File: src/rtl/irq_pkg.sv
package irq_pkg;

    // Source code reported with a taken interrupt
    typedef enum logic [2:0] {
        SRC_NONE = 3'd0,
        SRC_CRIT = 3'd1,
        SRC_HI   = 3'd2,
        SRC_MID  = 3'd3,
        SRC_LO   = 3'd4,
        SRC_GEN  = 3'd5
    } irq_src_e;

    typedef enum logic {
        PH_IDLE = 1'b0,
        PH_ACK  = 1'b1
    } irq_phase_e;

    // Request line positions inside the synchronized vector
    localparam int IDX_LO   = 0;
    localparam int IDX_MID  = 1;
    localparam int IDX_HI   = 2;
    localparam int IDX_GEN  = 3;
    localparam int IDX_CRIT = 4;
    localparam int NUM_REQ  = 5;

    // Restart (maskable vectored) inputs
    localparam int NUM_RST  = 3;

    // Mask-write word fields
    localparam int CMD_W        = 5;
    localparam int CMD_LOAD_BIT = 3;
    localparam int CMD_CLR_BIT  = 4;

    // Status word
    localparam int STAT_W = 7;

    // Restart opcode fields
    localparam int OPC_W       = 8;
    localparam int OPC_NNN_LSB = 3;
    localparam int OPC_NNN_W   = 3;

endpackage

File: src/rtl/irq_sync.sv
module irq_sync #(
    parameter int WIDTH  = 5,
    parameter int STAGES = 2
) (
    input  logic             clk,
    input  logic             rst_n,
    input  logic [WIDTH-1:0] async_i,
    output logic [WIDTH-1:0] sync_o
);

    logic [STAGES-1:0][WIDTH-1:0] stage_d, stage_q;

    always_comb begin
        stage_d[0] = async_i;
        for (int s = 1; s < STAGES; s++) begin
            stage_d[s] = stage_q[s-1];
        end
    end

    always_ff @(posedge clk or negedge rst_n) begin
        if (!rst_n) begin
            stage_q <= '0;
        end else begin
            stage_q <= stage_d;
        end
    end

    assign sync_o = stage_q[STAGES-1];

endmodule

File: src/rtl/irq_req_cond.sv
module irq_req_cond (
    input  logic clk,
    input  logic rst_n,
    input  logic crit_s_i,
    input  logic hi_s_i,
    input  logic take_crit_i,
    input  logic take_hi_i,
    input  logic hi_clr_i,
    output logic crit_pend_o,
    output logic hi_pend_o
);

    typedef struct packed {
        logic crit_prev;
        logic hi_prev;
        logic crit_armed;
        logic hi_latch;
    } cond_t;

    cond_t cond_d, cond_q;
    logic  crit_rise, hi_rise;

    assign crit_rise = crit_s_i & ~cond_q.crit_prev;
    assign hi_rise   = hi_s_i & ~cond_q.hi_prev;

    always_comb begin
        cond_d           = cond_q;
        cond_d.crit_prev = crit_s_i;
        cond_d.hi_prev   = hi_s_i;

        // Critical: armed by an edge, disarmed by a low level or by being taken
        if (!crit_s_i || take_crit_i) begin
            cond_d.crit_armed = 1'b0;
        end
        if (crit_rise) begin
            cond_d.crit_armed = 1'b1;
        end

        // High restart: a fresh edge outranks any clear in the same cycle
        if (take_hi_i || hi_clr_i) begin
            cond_d.hi_latch = 1'b0;
        end
        if (hi_rise) begin
            cond_d.hi_latch = 1'b1;
        end
    end

    always_ff @(posedge clk or negedge rst_n) begin
        if (!rst_n) begin
            cond_q <= '0;
        end else begin
            cond_q <= cond_d;
        end
    end

    assign crit_pend_o = cond_q.crit_armed & crit_s_i;
    assign hi_pend_o   = cond_q.hi_latch;

endmodule

File: src/rtl/irq_arbiter.sv
module irq_arbiter
    import irq_pkg::*;
#(
    parameter int N_RST = NUM_RST
) (
    input  logic             crit_pend_i,
    input  logic [N_RST-1:0] rst_pend_i,
    input  logic [N_RST-1:0] mask_i,
    input  logic             gen_pend_i,
    input  logic             en_i,
    output irq_src_e         sel_o
);

    logic [N_RST-1:0] live;

    assign live = rst_pend_i & ~mask_i & {N_RST{en_i}};

    always_comb begin
        sel_o = SRC_NONE;
        if (crit_pend_i) begin
            sel_o = SRC_CRIT;
        end else if (|live) begin
            // Ascending scan: the highest index found last wins
            for (int i = 0; i < N_RST; i++) begin
                if (live[i]) begin
                    sel_o = irq_src_e'(3'(int'(SRC_LO) - i));
                end
            end
        end else if (en_i && gen_pend_i) begin
            sel_o = SRC_GEN;
        end
    end

endmodule

File: src/rtl/irq_prio_ctrl.sv
module irq_prio_ctrl
    import irq_pkg::*;
#(
    parameter int              ADDR_W      = 16,
    parameter int              SYNC_STAGES = 2,
    parameter logic [ADDR_W-1:0] VEC_CRIT  = 'h0024,
    parameter logic [ADDR_W-1:0] VEC_HI    = 'h003C,
    parameter logic [ADDR_W-1:0] VEC_MID   = 'h0034,
    parameter logic [ADDR_W-1:0] VEC_LO    = 'h002C
) (
    input  logic              clk,
    input  logic              rst_n,
    input  logic              crit_req_i,
    input  logic              hi_req_i,
    input  logic              mid_req_i,
    input  logic              lo_req_i,
    input  logic              gen_req_i,
    input  logic              boundary_i,
    input  logic              ien_set_i,
    input  logic              ien_clr_i,
    input  logic              mask_wr_i,
    input  logic [4:0]        mask_wdata_i,
    input  logic [7:0]        opc_i,
    output logic              take_o,
    output logic [ADDR_W-1:0] vec_o,
    output logic [2:0]        src_o,
    output logic              gen_ack_o,
    output logic [6:0]        stat_o
);

    localparam int SHIFT = OPC_NNN_LSB;

    typedef struct packed {
        logic               en;
        logic [NUM_RST-1:0] mask;
        irq_phase_e         phase;
        logic               take;
        logic [ADDR_W-1:0]  vec;
        irq_src_e           src;
        logic               gen_ack;
    } ctrl_t;

    ctrl_t ctrl_d, ctrl_q;

    logic [NUM_REQ-1:0] req_async, req_s;
    logic               crit_pend, hi_pend;
    logic               take_crit, take_hi;
    logic               hi_clr;
    logic               accept;
    logic               opc_ok;
    logic [OPC_NNN_W-1:0] opc_nnn;
    irq_src_e           sel;

    assign req_async[IDX_LO]   = lo_req_i;
    assign req_async[IDX_MID]  = mid_req_i;
    assign req_async[IDX_HI]   = hi_req_i;
    assign req_async[IDX_GEN]  = gen_req_i;
    assign req_async[IDX_CRIT] = crit_req_i;

    irq_sync #(
        .WIDTH  (NUM_REQ),
        .STAGES (SYNC_STAGES)
    ) sync_i (
        .clk     (clk),
        .rst_n   (rst_n),
        .async_i (req_async),
        .sync_o  (req_s)
    );

    assign hi_clr = mask_wr_i & mask_wdata_i[CMD_CLR_BIT];

    irq_req_cond cond_i (
        .clk         (clk),
        .rst_n       (rst_n),
        .crit_s_i    (req_s[IDX_CRIT]),
        .hi_s_i      (req_s[IDX_HI]),
        .take_crit_i (take_crit),
        .take_hi_i   (take_hi),
        .hi_clr_i    (hi_clr),
        .crit_pend_o (crit_pend),
        .hi_pend_o   (hi_pend)
    );

    irq_arbiter #(
        .N_RST (NUM_RST)
    ) arb_i (
        .crit_pend_i (crit_pend),
        .rst_pend_i  ({hi_pend, req_s[IDX_MID], req_s[IDX_LO]}),
        .mask_i      (ctrl_q.mask),
        .gen_pend_i  (req_s[IDX_GEN]),
        .en_i        (ctrl_q.en),
        .sel_o       (sel)
    );

    assign accept  = boundary_i && (ctrl_q.phase == PH_IDLE);
    assign opc_nnn = opc_i[OPC_NNN_LSB +: OPC_NNN_W];
    assign opc_ok  = (opc_i[7:6] == 2'b11) && (opc_i[2:0] == 3'b111);

    always_comb begin
        ctrl_d         = ctrl_q;
        ctrl_d.take    = 1'b0;
        ctrl_d.gen_ack = 1'b0;
        ctrl_d.src     = SRC_NONE;
        ctrl_d.vec     = '0;
        take_crit      = 1'b0;
        take_hi        = 1'b0;

        // Enable strobes: clear outranks set
        if (ien_clr_i) begin
            ctrl_d.en = 1'b0;
        end else if (ien_set_i) begin
            ctrl_d.en = 1'b1;
        end

        if (mask_wr_i && mask_wdata_i[CMD_LOAD_BIT]) begin
            ctrl_d.mask = mask_wdata_i[NUM_RST-1:0];
        end

        if (ctrl_q.phase == PH_ACK) begin
            // Opcode sampled during the acknowledge cycle
            ctrl_d.phase = PH_IDLE;
            if (opc_ok) begin
                ctrl_d.take = 1'b1;
                ctrl_d.src  = SRC_GEN;
                ctrl_d.vec  = ADDR_W'({opc_nnn, {SHIFT{1'b0}}});
            end
        end else if (accept) begin
            unique case (sel)
                SRC_CRIT: begin
                    ctrl_d.take = 1'b1;
                    ctrl_d.src  = SRC_CRIT;
                    ctrl_d.vec  = VEC_CRIT;
                    take_crit   = 1'b1;
                end
                SRC_HI: begin
                    ctrl_d.take = 1'b1;
                    ctrl_d.src  = SRC_HI;
                    ctrl_d.vec  = VEC_HI;
                    ctrl_d.en   = 1'b0;
                    take_hi     = 1'b1;
                end
                SRC_MID: begin
                    ctrl_d.take = 1'b1;
                    ctrl_d.src  = SRC_MID;
                    ctrl_d.vec  = VEC_MID;
                    ctrl_d.en   = 1'b0;
                end
                SRC_LO: begin
                    ctrl_d.take = 1'b1;
                    ctrl_d.src  = SRC_LO;
                    ctrl_d.vec  = VEC_LO;
                    ctrl_d.en   = 1'b0;
                end
                SRC_GEN: begin
                    ctrl_d.phase   = PH_ACK;
                    ctrl_d.gen_ack = 1'b1;
                    ctrl_d.en      = 1'b0;
                end
                default: begin
                end
            endcase
        end
    end

    always_ff @(posedge clk or negedge rst_n) begin
        if (!rst_n) begin
            ctrl_q         <= '0;
            ctrl_q.mask    <= '1;
            ctrl_q.phase   <= PH_IDLE;
            ctrl_q.src     <= SRC_NONE;
        end else begin
            ctrl_q <= ctrl_d;
        end
    end

    assign take_o    = ctrl_q.take;
    assign vec_o     = ctrl_q.vec;
    assign src_o     = ctrl_q.src;
    assign gen_ack_o = ctrl_q.gen_ack;
    assign stat_o    = {hi_pend, req_s[IDX_MID], req_s[IDX_LO], ctrl_q.en, ctrl_q.mask};

endmodule

File: config.mk
export PLATFORM = sky130hd
export DESIGN_NAME = irq_prio_ctrl
export DESIGN_NICKNAME = d
export VERILOG_FILES = /design/src/rtl/irq_pkg.sv /design/src/rtl/irq_sync.sv /design/src/rtl/irq_req_cond.sv /design/src/rtl/irq_arbiter.sv /design/src/rtl/irq_prio_ctrl.sv
export SDC_FILE = /design/constraint.sdc
export NUM_CORES = 1
export LEC_CHECK = 0
export BUFFER_PORTS_ARGS = -buffer_cell sky130_fd_sc_hd__buf_2
export CAP_MARGIN = 20
export CORE_AREA = 3 3 52 54
export CTS_BUF_LIST = sky130_fd_sc_hd__clkbuf_16
export DETAILED_ROUTE_END_ITERATION = 8
export DIE_AREA = 0 0 55 57
export HOLD_SLACK_MARGIN = 0.08
export PLACE_DENSITY = 0.82
export REMOVE_ABC_BUFFERS = 1
export SLEW_MARGIN = 20
export SYNTH_ARGS = -nofsm -noshare
export SYNTH_HDL_FRONTEND = slang
export SYNTH_SLANG_ARGS = --single-unit
File: constraint.sdc
create_clock -name clk -period 2.8 [get_ports clk]
set_input_delay 0.14 -clock clk [delete_from_list [all_inputs] [get_ports clk]]
set_output_delay 0.14 -clock clk [all_outputs]
set_load 0.01 [all_outputs]
# == Word level (Yosys, flattened, before mapping) ==
# Index checks and enable logic that the tools add are counted.
# classes
addsub,0
multipliers,0
div,0
magnitude_cmp,0
eq_ne,7
shifts,0
mux,27
bitwise,10
n_reduce_logical,11
# op_table
operator,n
one-hot mux 20 bit (4 select lines),1
2-to-1 mux 22 bit,1
2-to-1 mux 21 bit,1
2-to-1 mux 20 bit,1
2-to-1 mux 3 bit,6
2-to-1 mux 1 bit,17
equality test 3 bit (second input constant),3
AND 3 bit,2
equality test 3 x 2 -> 1 bit (second input constant),2
AND 1 bit,4
logical AND 1 bit,4
nonzero test 2 bit,2
OR reduction 4 bit,1
equality test 3 x 1 -> 1 bit (second input constant),1
NOT 1 bit,3
NOT 3 bit,1
OR reduction 3 bit,1
equality test 2 bit (second input constant),1
logical OR 1 bit,2
logical NOT 1 bit,1
# word_totals
ff_bits,40
latch_bits,0
mem_bits_rw,0
rom_bits,0
inputBits,24
output_inout_bits,28
wordCells,68
memories,0

# == Logic depth before layout (Yosys ltp) ==
# depth
depth_word,15
depth_mapped,4
ltp_nobuf,4

# == Modules after synthesis ==
# From an unflattened synthesis, not the netlist that was laid out.
# hier_totals
hier_cells,90
area_unflattened_um2,1139.8
# by_module_without_submodules
module,instances,cells_per_inst,area_per_inst_um2,seq_area_each_um2
irq_prio_ctrl,1,58,661.9,329.1
irq_sync,1,10,250.2,250.2
irq_req_cond,1,10,143.9,100.1
irq_arbiter,1,12,83.8,0.0

# == Worst setup path before layout ==
# OpenSTA, ideal clock, no wires.
# synth_path
path_kind,reg-to-reg
from,register ctrl_q (netlist bit stat_o[1])
to,register ctrl_q (netlist bit take_o)
setup_time_ns,0.124
t_arrival_ns,1.220
t_required_ns,2.676
setup_slack_ns,1.456
stages_incl_launch_ff,5
path_buffers,0
period_less_slack_ns,1.344
path_cell_list,dfstp_2 > and2b_4 > o31ai_2 > a21oi_2 > or2_1
# synth_lines
element,line_no,source
from (decl),irq_prio_ctrl.sv:43,"ctrl_t ctrl_d, ctrl_q;"
from (signal assigned),irq_prio_ctrl.sv:172,ctrl_q <= ctrl_d;

==> impl_results.md <==
* Fmax at between 700 and 800 MHz
* Initial antenna violation count at 0
* Status: complete, no violations
* Total number of vias at roughly 730
* Area of the mapped netlist at 1080 sq um
* Max Cap Viol at 0
* R2R cell count at 4
* Nature of the critical path endpoint: register
* Endpoints failing hold at 0
* Required time worst endpoint at roughly 3000 ps
* Setup Crit Path Kind: reg2reg
* Final ANT Viol Nets at 0
* DR vias/cell at 4.52
* CP startpoint kind: register
* Worst-Margin Slew at around 550 ps
* Clock Sink Count at 27
* #FFs+latches synth at 27
* Num CTS Buffers at 3
* Worst-Skew Late Latency at between 200 and 300 ps
* Share of cells above drive strength 1 at about two fifths
* Fin Setup TNS at 0 ps
* Relative slew slack at 63.1%
* DRT Wirelength at between 1500 and 2000 um
* # IOs at 52
* Peak supply drop at 0.432 mV
* # setup viols final at 0
* Initial Utilization at about half
* Cells after Synth at 86
* Aggregate global-route resource usage at between 10% and 20%
* CP Cell Sequence: and2b_4 > o31ai_2 > a21oi_2 > or2_1
* WL/cell at ~11 um
* Post-placement cell count at 150
* TritonCTS clock tree: done
* Yosys cell types at 30
* RSZ-0062 raised after global routing: false
* Final Util at slightly above 60%
* Gpl congestion at approximately 0.78
* Final non-filler cell total at about 160
* Max FO, Critical Path at 5
* Area added between synthesis and finish at 29.1%
* Pin count of the biggest net entering global routing at 28
* Tmin final at roughly 1400 ps
* Critical-path top delay cell: dfstp_2
* R2R Setup Slk at about 1400 ps
* Leakage Power at 0.000724 uW
* Slew Limit Fails at 0
* H-tree levels at 1
* Initial DRC Count at 5
* Count of input and output buffers at 39
* Min-delay src: opc_i[4]
* P per Cell Area at 615 nW/um^2
* CP peak stage delay at between 500 and 600 ps
* Pre-CTS setup slack at 1450 ps
* Worst Hold Endpoint: vec_o[4]
* Root buffer cell: clkbuf_16
* DIE HEIGHT at 57 um
* Hold path depth at 2
* Ant diodes at 0
* Critical Path AT at approximately 1500 ps
* Mapped Avg Cell Area at ~13 sq um
* DIE AREA at ~3100 sq um
* Yosys warnings at 0
* Worst reg2reg startpoint: stat_o[1]
* Placed Area at 1250 sq um
* Die Width at between 50 and 60 um
* Sequential area share after synthesis at 62.7%
* Remaining DRCs at 0
* First-pass GRT wire length at 2930 um
* Worst min path class: in2reg
* Vias in the first global route at roughly 700
* Clock buffer depth at 2
* Number of detailed-route iterations in the first pass at 4
* Setup WS post-layout at between 1000 and 1500 ps
* R2R Path End: take_o
* Fin area at around 1400 sq um
* Period utilization at about half
* Final-stage net count at ~160
* Total congestion overflow at 0
* Core Area at 2250 sq um
* Rows at 17
* Clock transition at the registers of the reported paths at around 60 ps
* Setup Skew at between 3 and 4 ps
-- what timing repair did --
item                                   in CTS  in global routing
endpoints found under the hold margin      30                  0
resized for setup                           0                  0
buffers inserted                            0                  0
hold buffers                                7                  0
-- per-layer routing --
| metal | vias up | wire length (um) | global-route usage (%) |
|---|---|---|---|
| met3 | 2 | 218 | 3.66 |
| met2 | 43 | 817 | 20.3 |
| li1 | 354 | - | - |
| met4 | 0 | 8 | 6.25 |
| met1 | 329 | 760 | 15.9 |
| met5 | - | 0 | 0 |
-- cell type report --
class / count / area, sq um
clock buffers: 3 / 75.1
clock inverters: 1 / 3.75
fillers: 191 / 856
inverters: 1 / 3.75
multi-input cells: 55 / 337
flip-flops and latches: 27 / 679
well taps: 28 / 35.0
repair buffers: 46 / 265
-- placed cells by master, fill, tap and decap left out, types with 2 or more instances in the layout --
cell,n
dfstp_2,3
buf_2,39
nor2_1,6
mux2_2,3
dlygate4sd3_1,7
inv_1,2
conb_1,12
nand2_1,6
o21ai_1,3
a21oi_1,2
dfrtp_1,24
a21o_1,2
nand2b_1,2
clkbuf_16,3
nor2b_1,2
-- through the flow --
| stage | hold WS, ps | total power (uW) |
|---|---|---|
| after global placement | 152 | 552 |
| after floorplan | -156 | 505 |
| after detailed placement | 164 | 556 |
| final | 88.2 | 861 |
| after CTS | 86.5 | 869 |
| after global routing | 102 | 911 |
-- logic make-up (layout without fill, tap and decap cells) --
family | after synthesis | after routing | synth area share [%]
AND/OR/NAND/NOR | 26 | 26 | 14.6
flip-flops | 27 | 27 | 62.7
multiplexers | 3 | 3 | 3.12
other | 1 | 12 | 0.346
buffers and inverters | 15 | 51 | 10.0
AO/OA/AOI/OAI | 14 | 14 | 9.24
-- critical path: cells and delay by family, from the launching register on --
family          cells  cell delay (ps)
flops               1              530
simple gates        2              410
compound gates      2              300
-- Yosys cell counts, drive strengths merged --
cell type / number / area (sq um)
nor3: 1 / 5.00
mux2: 3 / 33.8
or2b: 1 / 7.51
a31o: 1 / 8.76
o211ai: 1 / 7.51
inv: 1 / 3.75
dfstp: 3 / 78.8
or2: 1 / 6.26
o31ai: 1 / 12.5
dfrtp: 24 / 601
o22ai: 1 / 6.26
conb: 1 / 3.75
nand3: 1 / 17.5
a21boi: 1 / 7.51
o2111ai: 1 / 8.76
or3: 1 / 6.26
nand4: 1 / 6.26
o21ai: 3 / 15.0
nand2: 6 / 22.5
nor2: 7 / 28.8
nand2b: 2 / 12.5
a21oi: 3 / 18.8
a21o: 2 / 15.0
and2b: 1 / 10.0
buf: 14 / 105
nor2b: 4 / 35.0
-- flip-flops by register name (all words and copies together) (netlist names) --
register	count
cond_i.cond_q	3
cond_i.hi_pend_o	1
gen_ack_o	1
src_o	3
stat_o	4
sync_i.stage_d	5
sync_i.sync_o	5
take_o	1
vec_o	4
-- where the power goes --
group | switching, uW | total (uW) | internal [uW] | leakage [uW]
clock network | 114 | 305 | 190 | 0.0000423
logic | 62.3 | 119 | 56.5 | 0.000351
registers | 15.5 | 437 | 421 | 0.000331
-- worst max-delay path by stage --
stage,depth (start not counted),startpoint,end
after global placement,4,stat_o[1],take_o
after global routing,4,stat_o[1],src_o[0]
after detailed placement,4,stat_o[1],take_o
after floorplan,4,stat_o[1],take_o
after CTS,4,stat_o[1],take_o
final,4,stat_o[1],take_o
No activity file was read; power rests on OpenSTA's default activity.
